==> src/rtl/vbs_pkg.sv <==
package vbs_pkg;

  typedef enum logic {
    ST_IDLE,
    ST_SEARCH
  } vbs_state_e;

  typedef enum logic [1:0] {
    DIR_NONE,
    DIR_UP,
    DIR_DOWN
  } vbs_dir_e;

  typedef enum logic [1:0] {
    VERDICT_LOCK,
    VERDICT_DOWN,
    VERDICT_UP
  } vbs_verdict_e;

endpackage

==> src/rtl/vbs_adc_judge.sv <==
module vbs_adc_judge
  import vbs_pkg::*;
#(
  parameter int ADC_W = 3
) (
  input  logic [ADC_W-1:0] code,
  output vbs_verdict_e     verdict
);

  // All zeros: tuning voltage below window; all ones: above window.
  always_comb begin
    if (code == '0)      verdict = VERDICT_DOWN;
    else if (code == '1) verdict = VERDICT_UP;
    else                 verdict = VERDICT_LOCK;
  end

endmodule

==> src/rtl/vbs_band_stepper.sv <==
module vbs_band_stepper #(
  parameter int NUM_OSC = 3,
  parameter int SUB_W   = 4,
  parameter int BAND_W  = 6
) (
  input  logic [BAND_W-1:0] band,
  input  logic              go_up,
  output logic [BAND_W-1:0] nxt_band,
  output logic              at_edge
);

  // Band index is {oscillator, sub-band}; a plain +/-1 carries across
  // oscillator boundaries because each oscillator owns 2**SUB_W bands.
  localparam int LAST_BAND = NUM_OSC * (1 << SUB_W) - 1;

  always_comb begin
    if (go_up) begin
      at_edge  = (band == BAND_W'(LAST_BAND));
      nxt_band = band + 1'b1;
    end else begin
      at_edge  = (band == '0);
      nxt_band = band - 1'b1;
    end
  end

endmodule

==> src/rtl/vbs_settle_timer.sv <==
module vbs_settle_timer #(
  parameter int BASE_LOG2 = 6,
  parameter int SEL_W     = 2
) (
  input  logic             clk,
  input  logic             rst,
  input  logic             clear,
  input  logic             run,
  input  logic             tick,
  input  logic [SEL_W-1:0] sel,
  output logic             expire
);

  localparam int MAX_SHIFT = BASE_LOG2 + (1 << SEL_W) - 1;
  localparam int CNT_W     = MAX_SHIFT + 1;

  logic [CNT_W-1:0] cnt_q;
  logic [CNT_W-1:0] lim_m1;

  always_comb begin
    lim_m1 = (CNT_W'(1) << (BASE_LOG2 + int'(sel))) - 1'b1;
    expire = run && tick && (cnt_q == lim_m1);
  end

  always_ff @(posedge clk) begin
    if (rst || clear || !run) begin
      cnt_q <= '0;
    end else if (tick) begin
      if (expire) cnt_q <= '0;
      else        cnt_q <= cnt_q + 1'b1;
    end
  end

endmodule

==> src/rtl/vco_band_search.sv <==
module vco_band_search
  import vbs_pkg::*;
#(
  parameter int NUM_OSC        = 3,
  parameter int OSC_W          = $clog2(NUM_OSC + 1),
  parameter int SUB_W          = 4,
  parameter int ADC_W          = 3,
  parameter int WAIT_SEL_W     = 2,
  parameter int WAIT_BASE_LOG2 = 6
) (
  input  logic                  clk,
  input  logic                  rst,
  input  logic                  auto_en,
  input  logic                  trig,
  input  logic                  start_cur,
  input  logic [OSC_W-1:0]      seed_osc,
  input  logic [SUB_W-1:0]      seed_sub,
  input  logic [WAIT_SEL_W-1:0] wait_sel,
  input  logic [ADC_W-1:0]      adc_code,
  input  logic                  settle_tick,
  output logic [OSC_W-1:0]      osc_sel,
  output logic [SUB_W-1:0]      sub_sel,
  output logic                  srch_ok,
  output logic                  srch_idle
);

  localparam int BAND_W = OSC_W + SUB_W;

  vbs_state_e            st_q;
  vbs_dir_e              dir_q;
  logic                  rev_q;
  logic                  ok_q;
  logic [BAND_W-1:0]     band_q;
  logic [WAIT_SEL_W-1:0] wsel_q;

  logic [BAND_W-1:0] pick_band;
  logic [BAND_W-1:0] start_band;
  logic [BAND_W-1:0] nxt_band;
  logic              at_edge;
  logic              expire;
  logic              go_up;
  logic              reversal;
  logic              blocked;
  vbs_verdict_e      verdict;
  vbs_dir_e          want_dir;

  vbs_adc_judge #(.ADC_W(ADC_W)) u_judge (
    .code    (adc_code),
    .verdict (verdict)
  );

  assign go_up    = (verdict == VERDICT_UP);
  assign want_dir = go_up ? DIR_UP : DIR_DOWN;

  vbs_band_stepper #(.NUM_OSC(NUM_OSC), .SUB_W(SUB_W), .BAND_W(BAND_W)) u_step (
    .band     (band_q),
    .go_up    (go_up),
    .nxt_band (nxt_band),
    .at_edge  (at_edge)
  );

  vbs_settle_timer #(.BASE_LOG2(WAIT_BASE_LOG2), .SEL_W(WAIT_SEL_W)) u_timer (
    .clk    (clk),
    .rst    (rst),
    .clear  (auto_en && trig),
    .run    (st_q == ST_SEARCH),
    .tick   (settle_tick),
    .sel    (wsel_q),
    .expire (expire)
  );

  // Start point: seed or current selection, shutdown code mapped to the top oscillator.
  always_comb begin
    pick_band = start_cur ? band_q : {seed_osc, seed_sub};
    if (pick_band[BAND_W-1 -: OSC_W] >= OSC_W'(NUM_OSC))
      start_band = {OSC_W'(NUM_OSC - 1), pick_band[SUB_W-1:0]};
    else
      start_band = pick_band;
  end

  always_comb begin
    reversal = (dir_q != DIR_NONE) && (dir_q != want_dir);
    blocked  = at_edge || (reversal && rev_q);
  end

  always_ff @(posedge clk) begin
    if (rst) begin
      band_q <= '0;
      ok_q   <= 1'b0;
      st_q   <= ST_IDLE;
      dir_q  <= DIR_NONE;
      rev_q  <= 1'b0;
      wsel_q <= '0;
    end else if (!auto_en) begin
      band_q <= {seed_osc, seed_sub};
      ok_q   <= 1'b0;
      st_q   <= ST_IDLE;
      dir_q  <= DIR_NONE;
      rev_q  <= 1'b0;
    end else if (trig) begin
      band_q <= start_band;
      ok_q   <= 1'b0;
      st_q   <= ST_SEARCH;
      dir_q  <= DIR_NONE;
      rev_q  <= 1'b0;
      wsel_q <= wait_sel;
    end else if (st_q == ST_SEARCH && expire) begin
      if (verdict == VERDICT_LOCK) begin
        st_q <= ST_IDLE;
        ok_q <= 1'b1;
      end else if (blocked) begin
        st_q <= ST_IDLE;
        ok_q <= 1'b0;
      end else begin
        band_q <= nxt_band;
        dir_q  <= want_dir;
        rev_q  <= rev_q | reversal;
      end
    end
  end

  assign osc_sel   = band_q[BAND_W-1 -: OSC_W];
  assign sub_sel   = band_q[SUB_W-1:0];
  assign srch_ok   = ok_q;
  assign srch_idle = (st_q == ST_IDLE);

endmodule

==> config.mk <==
export PLATFORM = sky130hd
export DESIGN_NAME = vco_band_search
export DESIGN_NICKNAME = d
export VERILOG_FILES = /design/src/rtl/vbs_pkg.sv /design/src/rtl/vbs_adc_judge.sv /design/src/rtl/vbs_band_stepper.sv /design/src/rtl/vbs_settle_timer.sv /design/src/rtl/vco_band_search.sv
export SDC_FILE = /design/constraint.sdc
export NUM_CORES = 1
export LEC_CHECK = 0
export ABC_AREA = 1
export BUFFER_PORTS_ARGS = -buffer_cell sky130_fd_sc_hd__buf_2
export CAP_MARGIN = 20
export CORE_MARGIN = 1.5
export CORE_UTILIZATION = 50
export CTS_BUF_LIST = sky130_fd_sc_hd__clkbuf_8
export DETAILED_ROUTE_END_ITERATION = 8
export GPL_TIMING_DRIVEN = 0
export PLACE_DENSITY = 0.7
export SYNTH_ARGS = -nofsm -noshare
export SYNTH_HDL_FRONTEND = slang
export SYNTH_SLANG_ARGS = --single-unit
==> constraint.sdc <==
create_clock -name clk -period 2.28 [get_ports clk]
set_clock_uncertainty 0.2 [all_clocks]
set_input_delay 0.114 -clock clk [delete_from_list [all_inputs] [get_ports clk]]
set_output_delay 0.114 -clock clk [all_outputs]
set_load 0.02 [all_outputs]
# Word-level counts from Yosys, hierarchy flattened
# Index checks and enable logic that the tools add are counted.
[word_totals]
ff_bits = 23
in_bits = 17
[classes]
eq_ne = 8
n_addsub = 5
n_reduce_logical = 24
muxes = 18
order_cmp = 1
n_shift = 1
bitwise_logic = 5
[ops]
columns = ["op", "n"]
rows = [
  ["6-bit 2-to-1 mux", 8],
  ["1-bit by 32-bit << shifter with 10-bit output, first input constant", 1],
  ["10-bit by 1-bit adder with 10-bit output, second input constant", 1],
  ["10-bit == test", 1],
  ["10-bit 2-to-1 mux", 1],
  ["10-bit by 1-bit subtractor with 10-bit output, second input constant", 1],
  ["6-bit by 1-bit adder with 6-bit output, second input constant", 1],
  ["6-bit == test, second input constant", 1],
  ["1-bit logical AND", 6],
  ["6-bit logical NOT", 1],
  ["1-bit 2-to-1 mux", 6],
  ["2-bit 2-to-1 mux", 3],
  ["3-bit inequality test, second input constant", 2],
  ["2-bit AND reduction", 3],
  ["3-bit AND reduction", 2],
  ["2-bit nonzero test", 3],
  ["6-bit by 1-bit subtractor with 6-bit output, second input constant", 1],
  ["3-bit by 2-bit adder with 4-bit output, first input constant", 1],
  ["1-bit inverter", 4],
  ["3-bit == test, second input constant", 1],
  ["3-bit logical NOT", 1],
  ["1-bit logical OR", 3],
  ["3-bit by 1-bit inequality test with 1-bit output, second input constant", 1],
  ["3-bit nonzero test", 1],
  ["8 further kinds", 8],
]

# Depth between registers and ports, before layout
[depth]
word_depth = 14
mapped_depth = 11
depth_no_buf = 11

# By module
# Synthesis repeated with hierarchy kept, for this count alone.
[hier_totals]
hier_cells = 251
area_unflattened_um2 = 1681.6
[by_module_without_submodules]
columns = ["module", "cells_each", "n_inst", "area_per_inst_um2"]
rows = [
  ["vco_band_search", 113, 1, 747.0],
  ["vbs_settle_timer", 91, 1, 671.9],
  ["vbs_band_stepper", 41, 1, 240.2],
  ["vbs_adc_judge", 6, 1, 22.5],
]

# Least setup slack after synthesis
# OpenSTA, ideal clock, no wires.
[synth_timing]
path_kind = "register to register"
startpoint = "register band_q[0]"
endpoint = "register band_q[4]"
setup_ps = 113
required_ps = 1967
path_buffers = 0
period_less_slack_ps = 1852
t_arrival_ps = 1540
setup_slack_ps = 428
stages_incl_launch_ff = 9
cell_sequence = "dfxtp_1 -> fa_1 -> nand3_1 -> nand2_1 -> or2_2 -> nand3_1 -> nand2_1 -> nor2_1 -> nor2_1"
[synth_via]
elab_chain_cells = 7
word_cells_on_any_way = 14
cone_classes = "add/sub (2); eq/ne (2); mux (7); reduce/logical (3)"
[synth_lines]
columns = ["element", "line", "text"]
rows = [
  ["from (decl)", "vco_band_search.sv:33", "logic [BAND_W-1:0] band_q;"],
  ["from (signal assigned)", "vco_band_search.sv:95", "band_q <= {seed_osc, seed_sub};"],
  ["from (signal assigned)", "vco_band_search.sv:101", "band_q <= start_band;"],
  ["from (signal assigned)", "vco_band_search.sv:115", "band_q <= nxt_band;"],
  ["6-bit by 1-bit subtractor with 6-bit output or 6-bit by 1-bit adder with 6-bit output (tied branches)", "vbs_band_stepper.sv:22, vbs_band_stepper.sv:19", ""],
  ["6-bit 2-to-1 mux", "vbs_band_stepper.sv:17", "if (go_up) begin"],
  ["6-bit 2-to-1 mux", "vco_band_search.sv:111", "end else if (blocked) begin"],
  ["6-bit 2-to-1 mux", "vco_band_search.sv:108", "if (verdict == VERDICT_LOCK) begin"],
  ["6-bit 2-to-1 mux", "vco_band_search.sv:107", "end else if (st_q == ST_SEARCH && expire) begin"],
  ["6-bit 2-to-1 mux", "vco_band_search.sv:100", "end else if (trig) begin"],
  ["6-bit 2-to-1 mux", "vco_band_search.sv:94", "end else if (!auto_en) begin"],
]
# Parallel ways exist; a longest one is shown, timed or not. The select of a mux whose other input is x is not followed.
# A chain may end at the register's enable or synchronous reset.

# Worst setup path after layout
# Ends and elaborated chain as after synthesis.

==> out/metrics.yaml <==
synth_cell_types: 29
powerDensity_nw_per_um2: 511.5
grt_setup_unrepaired: "false"
tightest_slew_ns: 0.4494
critPathKind: "flop to flop"
hold_start: "seed_osc[0]"
gp_congestion: 0.8189
finalMaxSlewViolations: 0
p_total_uw: 890.8
port_buffers: 24
synth_most_common_cell: "nand2_1"
ctsHtreeMaxLevel: 1
synth_common_cells: "nand2_1 (45), nor2_1 (34), inv_1 (26)"
reg2reg_from: "band_q[0]$_SDFFE_PP0P_"
dr.pass1.iters: 4
maxCapViolations: 0
yosys.area.top_type: "dfxtp_1"
die-area_um2: 3288
antenna-diode-count: 0
cp.arrival_ns: 1.85
cts_tree: "yes"
fp-row-count: 19
start_util_pct: 53.08
final_cell_area_um2: 1742
crit_required_ns: 2.24
die_w_um: 57.34
antenna_found_initial: 0
async_reset_ff_share_pct: 0
cts_resized: 0
drc: 0
clockRootBuffer: "clkbuf_8"
grt_max_degree: 14
ys_warn_count: 0
clkLatencyLatePin_ns: 0.26
io_pins: 25
hold_path.class: "input port to flop"
antenna_left: 0
place_area_um2: 1635
routed_wl_um: 3024
fmax_mhz: 530.7
clock_sinks: 23
hold_end: "band_q[4]$_SDFFE_PP0P_"
peakVddDrop_v: 0.0004773
startpoint_type: "flop"
dpl.hpwl_um: 2301
fin_nets: 277
syn_area_per_cell_um2: 6.773
clkTransAtPathRegs_ns: 0.08
cts_setup_buffers: 0
outcome: "finished, final reports clean"
ys_ff_latch: 23
ys_seq_area_share_pct: 31.19
clockBufferDepth: 2
synth_edf_count: 0
r2r-end: "band_q[4]$_SDFFE_PP0P_"
fin_hold_ws_ns: 0.002807
fillers: 277
setup_tns_ns: 0
vias: 1410
multi_input_area_um2: 913.4
fp.dieH_um: 57.34
pre_cts_ws_ns: 0.2595
syn2layout_area_growth_pct: 17.97
reg2reg_depth: 8
cts_inserted_buffers: 3
grt_use_total_pct: 19.34
grt.overflow.total: 0
wl_per_cell_um: 10.69
core_um2: 2781
fin_ws_ns: 0.3955
timing.final.crit_share_pct: 82.65
synth_ff_type: "dfxtp_1"
r2r_setup_slack_ns: 0.40
grt_first_pass_wirelength_um: 5016
synth_top_area_share_pct: 31.19
crit_fanout: 7
drtIter0Drc: 70
setup_violations: 0
hold_viol: 0
seq_area_um2: 460.4
worst_setup_path_end_kind: "flop"
layout-drive-gt1-share_pct: 16.67
cts-hold-fix-buffers: 6
grt_pass1_vias: 1164
syn_inst: 218
detail_route.vias_per_cell: 4.982
synthesis.area_um2: 1476
synth.area.top_cells: "dfxtp_1 (31%), nand2_1 (11%), nor2_1 (8.6%)"
relSlewSlack_pct: 70.03
hold_depth: 5
p_leak_nw: 0.7699
synthesis.nets: 242
period_needed_ns: 1.884
==> sequential cells by signal, summed over array words and instances (netlist names) <==
signal and count:
srch_ok 1, u_timer.cnt_q 10, st_q 1, wsel_q 2, band_q 6, dir_q 2, rev_q 1
==> worst max-delay path, stage by stage (launching register included) <==
cell	delay, ns
dfxtp_1	0.39
fa_1	0.49
nand3_1	0.11
nand2_1	0.07
or2_2	0.27
nand3_1	0.07
nand2_1	0.05
nor2_1	0.10
nor2_1	0.05
==> layout by cell type (no fill, tap or decap), types with 2 or more instances in the layout <==
cell type and instances:
clkbuf_8 3, o21ai_0 9, nand4_1 3, nand3_1 24, buf_2 25, inv_1 26, nand2_1 45, ha_1 6
nand3_2 3, o21ai_2 2, dlygate4sd3_1 6, dfxtp_1 23, nor2_1 34, nor3_1 6, xor2_1 6, a21oi_1 13
nor2_4 3
==> cell families after synthesis <==
logic type | after synthesis | synth area share, %
buffers and inverters | 27 | 6.949
xor gates and xnor gates | 7 | 4.153
muxes | 1 | 0.6780
AOI/OAI and AO/OA | 27 | 10.17
DFF | 23 | 31.19
adders and majority gates | 7 | 6.441
and+or+nand+nor | 126 | 40.43
==> area by class of cell <==
class                      count  area share (%)
inverter                      26           5.603
tap                           31           2.227
buffer                         1          0.2874
clock inverter                 1          0.2874
multi-input combinational    168           52.44
sequential                    23           26.44
clock buffer                   3           2.371
timing repair buffer          30           10.34
==> how the worst max path moves through the flow <==
| stage | endpoint | slack [ns] | from | cells after the start |
|---|---|---|---|---|
| final | band_q[4]$_SDFFE_PP0P_ | 0.40 | band_q[0]$_SDFFE_PP0P_ | 8 |
| after global routing | band_q[4]$_SDFFE_PP0P_ | 0.28 | band_q[0]$_SDFFE_PP0P_ | 8 |
| after CTS | band_q[4]$_SDFFE_PP0P_ | 0.38 | band_q[0]$_SDFFE_PP0P_ | 8 |
| after detailed placement | band_q[4]$_SDFFE_PP0P_ | 0.26 | adc_code[2] | 10 |
| after global placement | band_q[4]$_SDFFE_PP0P_ | 0.26 | adc_code[2] | 10 |
| after floorplan | band_q[4]$_SDFFE_PP0P_ | 0.43 | band_q[0]$_SDFFE_PP0P_ | 8 |
==> metrics by stage <==
step | std cells | utilization (%)
2_1_floorplan | 218 | -
4_1_cts | 283 | 62.62
6_report | 283 | 62.62
3_3_place_gp | 273 | 58.79
5_1_grt | 283 | 62.62
3_5_place_dp | 273 | 58.79
==> power breakdown <==
group          total, mW  internal, mW  switching, mW
Sequential         0.435         0.415         0.0195
Combinational      0.206        0.0839          0.122
Clock              0.250         0.122          0.128
Total              0.891         0.621          0.270
==> per-layer routing <==
metal  up-vias  track usage [%]  routed length, um
met3         5            4.082                116
met1       601            27.22               1624
met4         0            4.983                 26
met5         -                0                  0
met2        24            30.19               1257
li1        780                -                  -
(Power assumes the default switching activity.)
